File: src/rtl/kbc_pkg.sv
// Shared definitions for the keyboard controller command processor.
// Assumes byte-wide host ports; command values are the host-visible encoding.
package kbc_pkg;
    localparam int BYTE_W = 8;
    typedef logic [BYTE_W-1:0] byte_t;

    localparam byte_t CMD_MODE_RD   = 8'h20;
    localparam byte_t CMD_MODE_WR   = 8'h60;
    localparam byte_t CMD_AUX_OFF   = 8'hA7;
    localparam byte_t CMD_AUX_ON    = 8'hA8;
    localparam byte_t CMD_AUX_TEST  = 8'hA9;
    localparam byte_t CMD_SELF_TEST = 8'hAA;
    localparam byte_t CMD_KBD_TEST  = 8'hAB;
    localparam byte_t CMD_KBD_OFF   = 8'hAD;
    localparam byte_t CMD_KBD_ON    = 8'hAE;
    localparam byte_t CMD_INP_RD    = 8'hC0;
    localparam byte_t CMD_OUTP_RD   = 8'hD0;
    localparam byte_t CMD_OUTP_WR   = 8'hD1;
    localparam byte_t CMD_KBD_ECHO  = 8'hD2;
    localparam byte_t CMD_AUX_ECHO  = 8'hD3;
    localparam byte_t CMD_AUX_SEND  = 8'hD4;
    localparam byte_t CMD_GATE_LO   = 8'hDD;
    localparam byte_t CMD_GATE_HI   = 8'hDF;
    localparam byte_t ARM_NONE      = 8'h00;

    localparam int MODE_KBD_OFF_BIT = 4;
    localparam int MODE_AUX_OFF_BIT = 5;

    typedef enum logic [3:0] {
        ACT_NONE, ACT_RESP_MODE, ACT_ARM, ACT_SET_MODE, ACT_CLR_MODE,
        ACT_SELFTEST, ACT_RESP_CONST, ACT_RESP_OUTP, ACT_GATE_HI,
        ACT_GATE_LO, ACT_RESET, ACT_NOP, ACT_BAD
    } act_e;

    typedef struct packed {
        act_e  act;
        byte_t arg;
    } dec_t;
endpackage

File: src/rtl/kbc_cmd_decode.sv
// Combinational command decoder. It folds the pulse range 0xF0-0xFF onto
// reset (bit 0 clear) or no-op (bit 0 set). It returns an action and an
// argument: a mode mask, a constant response byte or the arming code.
// Assumes a valid byte whenever the caller qualifies it.
module kbc_cmd_decode
    import kbc_pkg::*;
#(
    parameter byte_t SELFTEST_VAL = 8'h55,
    parameter byte_t INPORT_VAL   = 8'h80
) (
    input  byte_t code,
    output dec_t  dec
);
    localparam byte_t KBD_MASK = byte_t'(1) << MODE_KBD_OFF_BIT;
    localparam byte_t AUX_MASK = byte_t'(1) << MODE_AUX_OFF_BIT;

    // Map a command byte to an action.
    always_comb begin
        dec = '{act: ACT_BAD, arg: '0};
        if (code[7:4] == 4'hF) begin
            dec.act = code[0] ? ACT_NOP : ACT_RESET;
        end else begin
            case (code)
                CMD_MODE_RD:   dec.act = ACT_RESP_MODE;
                CMD_MODE_WR, CMD_OUTP_WR, CMD_KBD_ECHO,
                CMD_AUX_ECHO, CMD_AUX_SEND:
                               dec = '{act: ACT_ARM, arg: code};
                CMD_AUX_OFF:   dec = '{act: ACT_SET_MODE, arg: AUX_MASK};
                CMD_AUX_ON:    dec = '{act: ACT_CLR_MODE, arg: AUX_MASK};
                CMD_KBD_OFF:   dec = '{act: ACT_SET_MODE, arg: KBD_MASK};
                CMD_KBD_ON:    dec = '{act: ACT_CLR_MODE, arg: KBD_MASK};
                CMD_SELF_TEST: dec = '{act: ACT_SELFTEST, arg: SELFTEST_VAL};
                CMD_AUX_TEST, CMD_KBD_TEST:
                               dec = '{act: ACT_RESP_CONST, arg: 8'h00};
                CMD_INP_RD:    dec = '{act: ACT_RESP_CONST, arg: INPORT_VAL};
                CMD_OUTP_RD:   dec.act = ACT_RESP_OUTP;
                CMD_GATE_HI:   dec.act = ACT_GATE_HI;
                CMD_GATE_LO:   dec.act = ACT_GATE_LO;
                default:       dec.act = ACT_BAD;
            endcase
        end
    end
endmodule

File: src/rtl/kbc_resp_slot.sv
// Single-entry response register between the command processor and the
// output-buffer arbiter. A load wins over a take in the same cycle.
// Assumes the arbiter pulses take once per byte it consumes.
module kbc_resp_slot
    import kbc_pkg::*;
(
    input  logic  clk,
    input  logic  rst_n,
    input  logic  load,
    input  byte_t load_data,
    input  logic  load_aux,
    input  logic  take,
    output logic  valid,
    output byte_t data,
    output logic  aux
);
    // Hold the newest response until taken.
    always_ff @(posedge clk) begin
        if (!rst_n) begin
            valid <= 1'b0;
            data  <= '0;
            aux   <= 1'b0;
        end else if (load) begin
            valid <= 1'b1;
            data  <= load_data;
            aux   <= load_aux;
        end else if (take) begin
            valid <= 1'b0;
        end
    end

    // the slot only empties when the arbiter took it.
    p_drop_on_take_r12: assert property (@(posedge clk) disable iff (!rst_n)
        $fell(valid) |-> $past(take));
    // a load always leaves the slot full with the loaded byte.
    p_load_fills_r12: assert property (@(posedge clk) disable iff (!rst_n)
        load |=> (valid && data == $past(load_data)));
endmodule

File: src/rtl/kbc_outport.sv
// Output-port register with A20 gate and reset-request pulse.
// Assumes at most one of full write, gate-high, gate-low per cycle.
module kbc_outport
    import kbc_pkg::*;
#(
    parameter byte_t RST_VAL = 8'hCF
) (
    input  logic  clk,
    input  logic  rst_n,
    input  logic  wr_all,
    input  byte_t wr_data,
    input  logic  gate_hi,
    input  logic  gate_lo,
    input  logic  pulse_rst,
    output byte_t outp,
    output logic  a20,
    output logic  rst_req
);
    // Update the output-port byte.
    always_ff @(posedge clk) begin
        if (!rst_n)       outp <= RST_VAL;
        else if (wr_all)  outp <= wr_data;
        else if (gate_hi) outp[1] <= 1'b1;
        else if (gate_lo) outp[1] <= 1'b0;
    end

    // Raise a one-cycle reset request.
    always_ff @(posedge clk) begin
        if (!rst_n) rst_req <= 1'b0;
        else        rst_req <= pulse_rst | (wr_all & ~wr_data[0]);
    end

    assign a20 = outp[1];

    // an output-port write drives A20 from bit 1 of the written byte.
    p_a20_follow_r8: assert property (@(posedge clk) disable iff (!rst_n)
        wr_all |=> (a20 == $past(wr_data[1])));
    // gate commands move A20.
    p_gate_hi_r7: assert property (@(posedge clk) disable iff (!rst_n)
        (gate_hi && !wr_all) |=> a20);
endmodule

File: src/rtl/kbc_cmd_proc.sv
// Host-side command processor of a dual-channel keyboard controller.
// It decodes commands, holds the mode, status and armed-operand state,
// routes data-port bytes, and feeds the response slot and the output port.
// Assumes single-cycle write strobes and one byte per strobe.
module kbc_cmd_proc
    import kbc_pkg::*;
#(
    parameter byte_t MODE_RST     = 8'h03,
    parameter byte_t OUTP_RST     = 8'hCF,
    parameter byte_t SELFTEST_VAL = 8'h55,
    parameter byte_t INPORT_VAL   = 8'h80
) (
    input  logic       clk,
    input  logic       rst_n,
    input  logic       bus_wr,
    input  logic       bus_addr,
    input  logic [7:0] bus_wdata,
    output logic [7:0] bus_rdata,
    output logic [7:0] mode_o,
    output logic       resp_valid,
    output logic [7:0] resp_data,
    output logic       resp_aux,
    input  logic       resp_take,
    output logic       kbd_tx_stb,
    output logic [7:0] kbd_tx_data,
    output logic       aux_tx_stb,
    output logic [7:0] aux_tx_data,
    output logic       a20_gate,
    output logic       sys_reset_req,
    output logic       bad_cmd
);
    logic  cmd_wr, dat_wr;
    dec_t  dec;
    byte_t mode_q, armed_q, outp;
    logic  selftest_q, cmdflag_q;
    logic  rsp_ld, rsp_aux_ld;
    byte_t rsp_byte;

    assign cmd_wr = bus_wr & bus_addr;
    assign dat_wr = bus_wr & ~bus_addr;

    kbc_cmd_decode #(.SELFTEST_VAL(SELFTEST_VAL), .INPORT_VAL(INPORT_VAL))
        u_dec (.code(bus_wdata), .dec(dec));

    // Choose what, if anything, enters the response slot this cycle.
    always_comb begin
        rsp_ld = 1'b0; rsp_aux_ld = 1'b0; rsp_byte = '0;
        if (cmd_wr) begin
            case (dec.act)
                ACT_RESP_MODE:  begin rsp_ld = 1'b1; rsp_byte = mode_q;  end
                ACT_SELFTEST,
                ACT_RESP_CONST: begin rsp_ld = 1'b1; rsp_byte = dec.arg; end
                ACT_RESP_OUTP:  begin rsp_ld = 1'b1; rsp_byte = outp;    end
                default: ;
            endcase
        end else if (dat_wr && (armed_q == CMD_KBD_ECHO || armed_q == CMD_AUX_ECHO)) begin
            rsp_ld = 1'b1; rsp_byte = bus_wdata;
            rsp_aux_ld = (armed_q == CMD_AUX_ECHO);
        end
    end

    kbc_resp_slot u_slot (
        .clk(clk), .rst_n(rst_n), .load(rsp_ld), .load_data(rsp_byte),
        .load_aux(rsp_aux_ld), .take(resp_take),
        .valid(resp_valid), .data(resp_data), .aux(resp_aux));

    kbc_outport #(.RST_VAL(OUTP_RST)) u_outp (
        .clk(clk), .rst_n(rst_n),
        .wr_all(dat_wr && armed_q == CMD_OUTP_WR), .wr_data(bus_wdata),
        .gate_hi(cmd_wr && dec.act == ACT_GATE_HI),
        .gate_lo(cmd_wr && dec.act == ACT_GATE_LO),
        .pulse_rst(cmd_wr && dec.act == ACT_RESET),
        .outp(outp), .a20(a20_gate), .rst_req(sys_reset_req));

    // Mode byte: mask commands, full write, and implicit re-enables.
    always_ff @(posedge clk) begin
        if (!rst_n) begin
            mode_q <= MODE_RST;
        end else if (cmd_wr && dec.act == ACT_SET_MODE) begin
            mode_q <= mode_q | dec.arg;
        end else if (cmd_wr && dec.act == ACT_CLR_MODE) begin
            mode_q <= mode_q & ~dec.arg;
        end else if (dat_wr) begin
            case (armed_q)
                ARM_NONE:     mode_q[MODE_KBD_OFF_BIT] <= 1'b0;
                CMD_MODE_WR:  mode_q <= bus_wdata;
                CMD_AUX_SEND: mode_q[MODE_AUX_OFF_BIT] <= 1'b0;
                default: ;
            endcase
        end
    end

    // Armed-operand latch: set by arming commands, cleared by any data write.
    always_ff @(posedge clk) begin
        if (!rst_n)                          armed_q <= ARM_NONE;
        else if (cmd_wr && dec.act == ACT_ARM) armed_q <= dec.arg;
        else if (dat_wr)                     armed_q <= ARM_NONE;
    end

    // Status flags: sticky self-test, last-write-was-command.
    always_ff @(posedge clk) begin
        if (!rst_n) begin
            selftest_q <= 1'b0;
            cmdflag_q  <= 1'b1;
        end else begin
            if (cmd_wr && dec.act == ACT_SELFTEST) selftest_q <= 1'b1;
            if (bus_wr) cmdflag_q <= bus_addr;
        end
    end

    // Device transmit strobes and error pulse.
    always_ff @(posedge clk) begin
        if (!rst_n) begin
            kbd_tx_stb <= 1'b0; aux_tx_stb <= 1'b0; bad_cmd <= 1'b0;
            kbd_tx_data <= '0;  aux_tx_data <= '0;
        end else begin
            kbd_tx_stb <= dat_wr && armed_q == ARM_NONE;
            aux_tx_stb <= dat_wr && armed_q == CMD_AUX_SEND;
            bad_cmd    <= cmd_wr && dec.act == ACT_BAD;
            if (dat_wr && armed_q == ARM_NONE)     kbd_tx_data <= bus_wdata;
            if (dat_wr && armed_q == CMD_AUX_SEND) aux_tx_data <= bus_wdata;
        end
    end

    assign mode_o    = mode_q;
    assign bus_rdata = bus_addr ? {3'b000, 1'b1, cmdflag_q, selftest_q, 1'b0, resp_valid}
                                : 8'h00;

    // a data write always leaves nothing armed.
    p_disarm_r3: assert property (@(posedge clk) disable iff (!rst_n)
        dat_wr |=> (armed_q == ARM_NONE));
    // an even pulse command requests a reset on the next cycle.
    p_pulse_reset_r6: assert property (@(posedge clk) disable iff (!rst_n)
        (cmd_wr && bus_wdata[7:4] == 4'hF && !bus_wdata[0]) |=> sys_reset_req);
    // an unsupported command changes neither mode nor A20 nor the slot.
    p_bad_quiet_r10: assert property (@(posedge clk) disable iff (!rst_n)
        bad_cmd |-> ($stable(mode_o) && $stable(a20_gate) && $stable(resp_data)));
    // a keyboard byte leaves the keyboard interface enabled.
    p_kbd_reenable_r9: assert property (@(posedge clk) disable iff (!rst_n)
        kbd_tx_stb |-> !mode_o[MODE_KBD_OFF_BIT]);
    // the self-test flag never clears outside reset.
    p_selftest_sticky_r5: assert property (@(posedge clk) disable iff (!rst_n)
        $past(bus_rdata[2] && bus_addr) && bus_addr |-> bus_rdata[2]);
endmodule

File: config.mk
export PLATFORM = sky130hd
export DESIGN_NAME = kbc_cmd_proc
export DESIGN_NICKNAME = d
export VERILOG_FILES = /design/src/rtl/kbc_pkg.sv /design/src/rtl/kbc_cmd_decode.sv /design/src/rtl/kbc_resp_slot.sv /design/src/rtl/kbc_outport.sv /design/src/rtl/kbc_cmd_proc.sv
export SDC_FILE = /design/constraint.sdc
export NUM_CORES = 1
export LEC_CHECK = 0
export ABC_AREA = 1
export BUFFER_PORTS_ARGS = -buffer_cell sky130_fd_sc_hd__buf_4
export CORE_ASPECT_RATIO = 1.5
export CORE_MARGIN = 2
export CORE_UTILIZATION = 30
export DETAILED_ROUTE_END_ITERATION = 10
export PLACE_DENSITY = 0.53
export RECOVER_POWER = 100
export SYNTH_ARGS = -nofsm -noshare
export SYNTH_HDL_FRONTEND = slang
export SYNTH_SLANG_ARGS = --single-unit
File: constraint.sdc
create_clock -name clk -period 1.9 [get_ports clk]
set_clock_uncertainty 0.2 [all_clocks]
set_input_delay 0.285 -clock clk [delete_from_list [all_inputs] [get_ports clk]]
set_output_delay 0.285 -clock clk [all_outputs]
set_load 0.01 [all_outputs]
==> impl_metrics.tcl, run 1 <==
set metrics [dict create \
    cts_tree "yes" \
    yosysSeqAreaShare_pct 38.8 \
    grt_pass1_wl_um 15600 \
    vias_per_cell 4.87 \
    ys_seq_elements 56 \
    antenna_cells 0 \
    grt_antenna_before_repair 0 \
    die_y_um 124 \
    rsz0062_at_grt "no" \
    dieArea_um2 10500 \
    place_ws_ps -18.2 \
    slew_headroom_pct 52.1 \
    timing.final.max_slew_violations 0 \
    fin_crit_ps 1750 \
    yosysTopAreaCellShare_pct 38.8 \
    netlist_area_um2 2890 \
    final_core_util_pct 40.4 \
    synth.largest_area_cell "dfxtp_1" \
    r2r_slack_ps 150 \
    synth-edff-count 0 \
    routedWlPerCell_um 15.7 \
    worstPathArrival_ps 1790 \
    crit_end "u_slot.data[3]" \
    hold_buffers 0 \
    clk_path_buf_depth 2 \
    routed_wl_um 9820 \
    clk_latency_ps 300 \
    pin_count 60 \
    setup_viol 0 \
    startpoint_type "register" \
    status "completed" \
    cp_max_fo 6 \
    drive_above_1_share_pct 21.2 \
    fmax_mhz 570 \
    gp_congestion 0.918 \
    post_synth_num_cell_types 37 \
    syn_area_per_cell_um2 7.02 \
    synth_cells 412 \
    initial_core_util_pct 31.1 \
    fillerInstances 1034 \
    overflow 0 \
    dp_hpwl_um 7840 \
    root_buffer "clkbuf_16" \
    area_growth_pct 30.3 \
    numCtsBuffers 5 \
    power.density_nw_per_um2 686 \
    antenna_left 0 \
    core_area_um2 9310 \
    first_pass_iters 4 \
    synth_common_cells "88 x nand2_1, 56 x dfxtp_1, 43 x a21oi_1, 34 x nand3_1, 33 x o21ai_0" \
    synth-async-reset-ratio_pct 0 \
    worst_slack_ps 146 \
    period_share_pct 92.3 \
    final_nets 527 \
    synth-main-ff-cell "dfxtp_1" \
    grt_max_degree 20 \
    clock-sinks 56 \
    crit_type "register to register" \
    cp-startpoint "armed_q[6]" \
    reg2reg_depth 6 \
    hp-class "input port to register" \
    yosysMostFrequentCell "nand2_1" \
    vias 3056 \
    finalHoldViolCount 0 \
    rows 43 \
    cts_setup_buffers 0 \
    io_buffer_count 55 \
    r2r_end "u_slot.data[3]" \
    worstMarginPinSlew_ps 719 \
    ir_drop_mv 0.388 \
    p_leak_uw 0.00176 \
    path_clk_slew_ps 70 \
    die_w_um 84.1 \
    endpoint_kind "register" \
    maxCapViolCount 0 \
    required_ps 1940 \
    synth_area_leaders "dfxtp_1 39%, nand2_1 11%, a21oi_1 7.4%, nand3_1 5.9%, o21ai_0 5.7%" \
    cts_max_level 2 \
    yosysWarnings 0 \
    r2r_start "armed_q[6]" \
    grt_pass1_vias 2969 \
    drt-initial-drc-count 192 \
    grt.total_usage_pct 19.0 \
    drc_errors 0 \
]
flip-flops by register name, summed over array words and instances, names as in the netlist:
signal,flops
armed_q,8
aux_tx_data,8
kbd_tx_data,8
mode_o,8
u_outp.outp,8
u_slot.data,8
aux_tx_stb,1
bad_cmd,1
cmdflag_q,1
kbd_tx_stb,1
selftest_q,1
u_outp.rst_req,1
u_slot.aux,1
u_slot.valid,1
final cells by class:
cell class	count	area (um^2)	area share (%)
Sequential cell	56	1120	29.8
Clock inverter	1	30.0	0.798
Tap cell	112	140	3.72
Inverter	47	179	4.75
Timing Repair Buffer	105	614	16.3
Multi-Input combinational cell	299	1530	40.6
Clock buffer	7	153	4.05
power by group:
group / internal [uW] / switching (uW) / leakage (uW) / total (uW)
clock network: 695 / 434 / 0.0000901 / 1130
logic: 90.4 / 164 / 0.00122 / 255
registers: 1190 / 10.0 / 0.000454 / 1200
per-stage QoR:
step,power (uW),instances,hold WS (ps),cell area (um^2),TNS (ps)
CTS,2630,627,48.1,3940,0
global route,2680,627,62.1,3760,0
floorplan,1360,415,223,2900,0
global placement,1500,619,243,3760,-86.1
finish,2580,627,54.5,3760,0
detailed placement,1500,619,243,3760,-25.5
timing repair:
item / 4_1_cts / 5_1_grt
hold endpoints to repair: 0 / 0
gates resized for setup: 1 / 1
setup endpoints to repair: 2 / 7
metal layers:
metal	GRT usage, %	up-vias	share of wire (%)
met5	0	-	0
met2	35.2	71	54
li1	-	1571	-
met1	21.8	1404	41
met3	2.65	10	3.7
met4	6.64	0	1.7
worst min-delay path by stage:
stage	start	endpoint	slack, ps	cells after the start
2_1_floorplan	rst_n	u_outp.outp[4]	220	2
3_3_place_gp	cmdflag_q	cmdflag_q	240	2
3_5_place_dp	cmdflag_q	cmdflag_q	240	2
4_1_cts	bus_wr	cmdflag_q	50	4
5_1_grt	bus_wr	cmdflag_q	60	4
6_report	bus_wr	cmdflag_q	50	4
kinds of logic (layout without fill, tap and decap cells):
kind of cell | Yosys count | after routing | synth area share [%]
and+or+nand+nor | 193 | 193 | 32.0
buffers and inverters | 60 | 160 | 8.74
other | 1 | 4 | 0.130
AOI/OAI and AO/OA | 102 | 102 | 20.3
DFF | 56 | 56 | 38.8
critical path, cell delays in order, from the launching register on:
cell and delay, ps:
dfxtp_1 380, nand4_1 180, inv_1 190, nand3_1 250, inv_1 220, a22oi_1 130, a21oi_1 140
layout by cell type (no fill, tap or decap), types with 3 or more instances in the layout:
cell type / instances
nand2_1: 88
dfxtp_1: 56
buf_4: 56
clkbuf_1: 45
a21oi_1: 43
inv_1: 34
nand3_1: 34
o21ai_0: 33
nor2_1: 31
inv_2: 12
nand2_2: 9
o211ai_1: 7
nor3_1: 5
nand4_1: 5
clkbuf_16: 5
nor2_4: 4
o21ai_1: 4
a31oi_1: 4
conb_1: 4
nand2_4: 3
nor2_2: 3
nand3_2: 3
nand3b_1: 3
No activity file was read; power rests on OpenSTA's default activity.
==> run 2: changes to the inputs <==
PLACE_DENSITY = 0.52   (was 0.53)
SYNTH_HIERARCHICAL = 1   (was default)
==> run 2 against run 1 <==
Critical path depth rose by 11. Cell area rose by 29%. Clock power fell by 15%. Combinational power is 65% higher. The run now ends with setup timing left. Via count grew 17%. Routed wire length increased by 14%. Sequential share of layout area down 6.7 points. Critical path type is now input port to register. First-iteration DRC count increased by 3.6%.
==> impl_metrics.tcl, run 2 <==
set metrics [dict create \
    antenna_left 0 \
    p_leak_uw 0.00225 \
    yosysMostFrequentCell "nand2_1" \
    required_ps 1890 \
    first_pass_iters 4 \
    slew_headroom_pct 51.5 \
    power.density_nw_per_um2 531 \
    maxCapViolCount 0 \
    synth-main-ff-cell "dfxtp_1" \
    fillerInstances 1147 \
    endpoint_kind "register" \
    slowest_delay_ps 200 \
    grt_antenna_before_repair 0 \
    antenna_cells 0 \
    final_cell_mix "113 x buf_4, 84 x nand2_1, 69 x nor2_1" \
    cp_top_family "simple AND/OR/NAND/NOR gates" \
    synth_common_cells "103 x nand2_1, 79 x nor2_1, 56 x dfxtp_1, 49 x o21ai_0, 48 x inv_1" \
    instances_no_fill 760 \
    initial_core_util_pct 30.4 \
    fin_crit_ps 2140 \
    grt_pass1_vias 3368 \
    status "complete, but fails checks" \
    violations "setup timing" \
    ys_seq_elements 56 \
    routed_wl_um 11200 \
    clk_latency_ps 310 \
    setup_viol 28 \
    synth_cells 487 \
    worstPathArrival_ps 2130 \
    yosysWarnings 6 \
    area_growth_pct 52.5 \
    post_synth_num_cell_types 38 \
    cp-startpoint "bus_wdata[2]" \
    worst_slack_ps -244 \
    hp-class "input port to register" \
    period_share_pct 113 \
    core_area_um2 10500 \
    yosysSeqAreaShare_pct 35.2 \
    rows 46 \
    dieArea_um2 11500 \
    cp.depth 17 \
    worstMarginPinSlew_ps 718 \
    r2r_slack_ps -10 \
    synth.largest_area_cell "dfxtp_1" \
    rsz0062_at_grt "yes" \
    reg2reg_depth 8 \
    yosysTopAreaCellShare_pct 35.2 \
    path_cells "buf_12, clkinv_8, buf_6, o21ai_2, nand3_2, nand2_4, nor2_4, nand3b_1, buf_6, nor2_4, nand3_4, nand2_4, inv_6, nand2_8, o211ai_1, nand2_1, nand2_1" \
    ir_drop_mv 0.363 \
    synth_area_leaders "dfxtp_1 35%, nand2_1 12%, nor2_1 9.3%, o21ai_0 7.7%, nand3_1 6.4%" \
    synth-edff-count 0 \
    grt.total_usage_pct 19.8 \
    drt-initial-drc-count 199 \
    crit_type "input port to register" \
    synth-async-reset-ratio_pct 0 \
    hold_buffers 0 \
    cts_tree "yes" \
    netlist_area_um2 3190 \
    io_buffer_count 55 \
    clock-sinks 56 \
    total_power_uw 2580 \
    r2r_end "mode_o[0]" \
    startpoint_type "input port" \
    final_core_util_pct 46.4 \
    setup_tns_ps -4020 \
    pin_count 60 \
    die_w_um 88.1 \
    overflow 0 \
    crit_buf_inv 5 \
    vias_per_cell 4.71 \
    cts_max_level 2 \
    dp_hpwl_um 8610 \
    die_y_um 130 \
    grt_pass1_wl_um 17200 \
    grt_max_degree 38 \
    timing.final.max_slew_violations 0 \
    gp_congestion 0.901 \
    routedWlPerCell_um 14.7 \
    numCtsBuffers 5 \
    final_nets 628 \
    fmax_mhz 466 \
    clk_path_buf_depth 2 \
    vias 3576 \
    cp_max_fo 5 \
    r2r_start "armed_q[2]" \
    syn_area_per_cell_um2 6.54 \
    dp_cells 734 \
    root_buffer "clkbuf_16" \
    cp_slowest_cell "nor2_4" \
    path_clk_slew_ps 70 \
    drc_errors 0 \
    finalHoldViolCount 0 \
    drive_above_1_share_pct 39.4 \
    crit_end "mode_o[0]" \
    layout_commonest_cell "buf_4" \
]
[run 2: cell count changes after synthesis, moves of 3 or more]
cell,before,now
o211ai_1,7,3
nand2_1,88,103
o21ai_0,33,49
buf_4,6,9
nand3_1,34,41
inv_1,32,48
o22ai_1,0,5
a21oi_1,43,23
nand4_1,5,1
nor2_1,32,79
nand2_2,9,2
a31oi_1,4,0
[run 2: how the worst min path moves through the flow]
| stage | cells past startpoint | endpoint | from |
|---|---|---|---|
| floorplan | 1 | u_outp/outp[0] | rst_n |
| global placement | 2 | cmdflag_q | cmdflag_q |
| detailed placement | 2 | u_outp/outp[3] | u_outp/outp[3] |
| CTS | 4 | u_slot/valid | resp_take |
| global route | 4 | u_slot/valid | resp_take |
| finish | 4 | u_slot/valid | resp_take |
[run 2: logic make-up (layout without fill, tap and decap cells)]
group | count (synthesis) | after routing | share of synthesized area, %
simple gates | 260 | 261 | 38.5
compound gates | 88 | 88 | 14.7
buf+inv | 81 | 206 | 11.4
flops | 56 | 56 | 35.2
other cells | 2 | 5 | 0.236
[run 2: final cells by class]
type	instances	area, um^2	share of cell area (%)
Sequential cell	56	1120	23.1
Multi-Input combinational cell	354	2010	41.5
Inverter	66	314	6.46
Timing Repair inverter	1	7.51	0.155
Tap cell	144	180	3.71
Timing Repair Buffer	131	1070	22.1
Clock buffer	5	125	2.58
Clock inverter	3	23.8	0.489
[run 2: report_power, final]
group	switching, uW	total, uW	internal, uW
clock	463	955	492
sequential	10.1	1200	1190
combinational	242	421	178
total	716	2580	1860
[run 2: timing repair]
action,CTS,global route
resized for setup,60,42
pin swaps,29,46
endpoints found under the setup margin,28,30
setup buffers,12,4
cloned,2,0
[run 2: layer usage]
layer  GRT usage (%)  vias to the layer above  wire, um
met5               0                        -         0
met4            7.58                        0       425
met3            2.40                       25       435
met2            36.6                      103      5690
met1            23.0                     1639      4640
li1                -                     1809         -
[run 2: per-stage QoR]
step	instance area, um^2	setup WS (ps)	hold slack, ps
6_report	4860	-244	50.2
5_1_grt	4860	-348	68.9
4_1_cts	4660	-185	52.0
3_5_place_dp	4250	-584	261
3_3_place_gp	4250	-638	248
2_1_floorplan	3320	-266	154
[run 2: worst min-delay path, stage by stage]
cell	delay [ps]
buf_4	70
inv_1	30
nand2_1	70
a21oi_2	50
==> run 3: changes to the inputs <==
CORE_ASPECT_RATIO = default   (was 1.5)
==> run 3 against run 2 <==
The run still ends with setup timing left. Maximum frequency shrank 1.6%. Total power decreased by 9.0%. Register-to-register slack worse by 40 ps. Routed wire length up 0.86%. Combinational power up 3%. Critical path depth did not move. Sequential share of layout area decreased by 1.5 points. Sequential cell count did not move. Utilization rose by 4.0 points. Worst setup slack got worse by 34 ps. Cell area increased by 7.0%.
==> impl_metrics.tcl, run 3 (same netlist as run 2, synthesis figures left out) <==
set metrics [dict create \
    status "complete, but fails checks" \
    violations "setup timing" \
    overflow 0 \
    grt_pass1_wl_um 17600 \
    die_y_um 107 \
    antenna_left 0 \
    met1_usage_pct 27.6 \
    area_growth_pct 63.2 \
    worst_slack_ps -279 \
    place_ws_ps -734 \
    p_leak_uw 0.00238 \
    routedWlPerCell_um 14.6 \
    whs_ps 30.7 \
    routed_wl_um 11300 \
    drt-initial-drc-count 213 \
    startpoint_type "input port" \
    setup_viol 27 \
    hp-start "rst_n" \
    antenna_cells 0 \
    gp_congestion 0.946 \
    cp_max_fo 6 \
    die_w_um 107 \
    power.density_nw_per_um2 451 \
    met2_usage_pct 31.6 \
    finish.instance_area_um2 5200 \
    first_pass_iters 4 \
    crit_type "input port to register" \
    clk_path_buf_depth 2 \
    crit_buf_inv 4 \
    drc_errors 0 \
    cts_tree "yes" \
    io_buffer_count 55 \
    rsz0062_at_grt "yes" \
    cp-startpoint "bus_wdata[6]" \
    top_usage_layer "met2" \
    dp_cells 733 \
    grt_antenna_before_repair 0 \
    vias_per_cell 4.76 \
    dp_hpwl_um 8370 \
    clk_latency_ps 310 \
    cts_max_level 2 \
    endpoint_kind "register" \
    path_clk_slew_ps 110 \
    finalHoldViolCount 0 \
    path_cells "buf_6, inv_4, nand2_4, nor2_4, nand3_2, nand2_2, nor2_1, o211ai_1, inv_1, nor2_2, nand2_2, buf_6, o21ai_4, a21oi_2, o21ai_1, nor2_1, nor2_1" \
    required_ps 1960 \
    hp-class "input port to register" \
    pin_count 60 \
    multi_input_area_um2 2160 \
    placed_cell_area_um2 4330 \
    cp_slowest_cell "nor2_4" \
    regArea_um2 1120 \
    timing.final.max_slew_violations 0 \
    slowest_delay_ps 190 \
    grt.total_usage_pct 19.5 \
    layout_commonest_cell "buf_4" \
    rows 37 \
    period_share_pct 115 \
    maxCapViolCount 0 \
    cp_top_family "simple AND/OR/NAND/NOR gates" \
    fmax_mhz 459 \
    grt_pass1_vias 3507 \
    r2r_start "armed_q[6]" \
    ir_drop_mv 0.316 \
    worstPathArrival_ps 2240 \
    numCtsBuffers 5 \
    final_nets 649 \
    clock-sinks 56 \
    core_area_um2 10300 \
    initial_core_util_pct 30.9 \
    worst_path_most_repeated_cell "nor2_1" \
    fillerInstances 1027 \
    fin_crit_ps 2180 \
    total_power_uw 2350 \
    drive_above_1_share_pct 44.7 \
    vias 3681 \
    final_cell_mix "127 x buf_4, 83 x nand2_1, 65 x nor2_1" \
    instances_no_fill 773 \
    root_buffer "clkbuf_8" \
    dieArea_um2 11500 \
    grt_max_degree 35 \
    use_met3_pct 2.19 \
]
-- run 3: cell types whose count changed in the layout (fill, tap and decap cells not counted), sizes merged --
cell	change
dlygate4sd3	+1
buf	+20
clkbuf	+1
inv	+2
clkinvlp	-3
-- run 3: per-stage QoR --
| step | util [%] | TNS, ps |
|---|---|---|
| 6_report | 50.4 | -6330 |
| 5_1_grt | 50.4 | -9010 |
| 4_1_cts | 46.2 | -3410 |
| 3_5_place_dp | 41.9 | -16860 |
| 3_3_place_gp | 41.9 | -18270 |
| 2_1_floorplan | - | -4060 |
-- run 3: repair_timing --
| item | in CTS | in global routing |
|---|---|---|
| endpoints found under the setup margin | 28 | 30 |
| hold buffers | 1 | 0 |
| endpoints found under the hold margin | 1 | 0 |
| buffers inserted | 21 | 7 |
| pin swaps | 14 | 51 |
| gates cloned | 2 | 1 |
| gates resized for setup | 46 | 102 |
-- run 3: cell type report --
class | count | share of cell area, %
well taps | 136 | 3.27
repair buffers | 152 | 25.2
inverters | 66 | 6.38
clock inverters | 2 | 0.265
clock buffers | 6 | 1.59
repair inverters | 1 | 0.217
multi-input cells | 354 | 41.5
flip-flops and latches | 56 | 21.6
-- run 3: routing by layer --
metal | vias to the layer above | share of wire, %
li1 | 1857 | -
met1 | 1687 | 47
met2 | 127 | 46
met3 | 10 | 5.7
met4 | 0 | 1.1
met5 | - | 0
-- run 3: power by group --
| part | total, uW | leakage, uW | internal (uW) | switching (uW) |
|---|---|---|---|---|
| Clock | 709 | 0.0000516 | 300 | 410 |
| Sequential | 1200 | 0.000454 | 1190 | 10.0 |
| Combinational | 435 | 0.00187 | 188 | 247 |
-- run 3: worst paths after layout --
path | to | slack [ps] | cells past startpoint
setup / recovery | u_slot/data[6] | -280 | 17
hold / removal | u_slot/valid | 30 | 3
setup reg to reg | u_slot/data[0] | -50 | 8
hold reg to reg | cmdflag_q | 280 | 2
-- run 3: tightest hold or removal path, stage by stage --
cell	delay, ps
buf_4	140
inv_1	60
a21oi_2	30
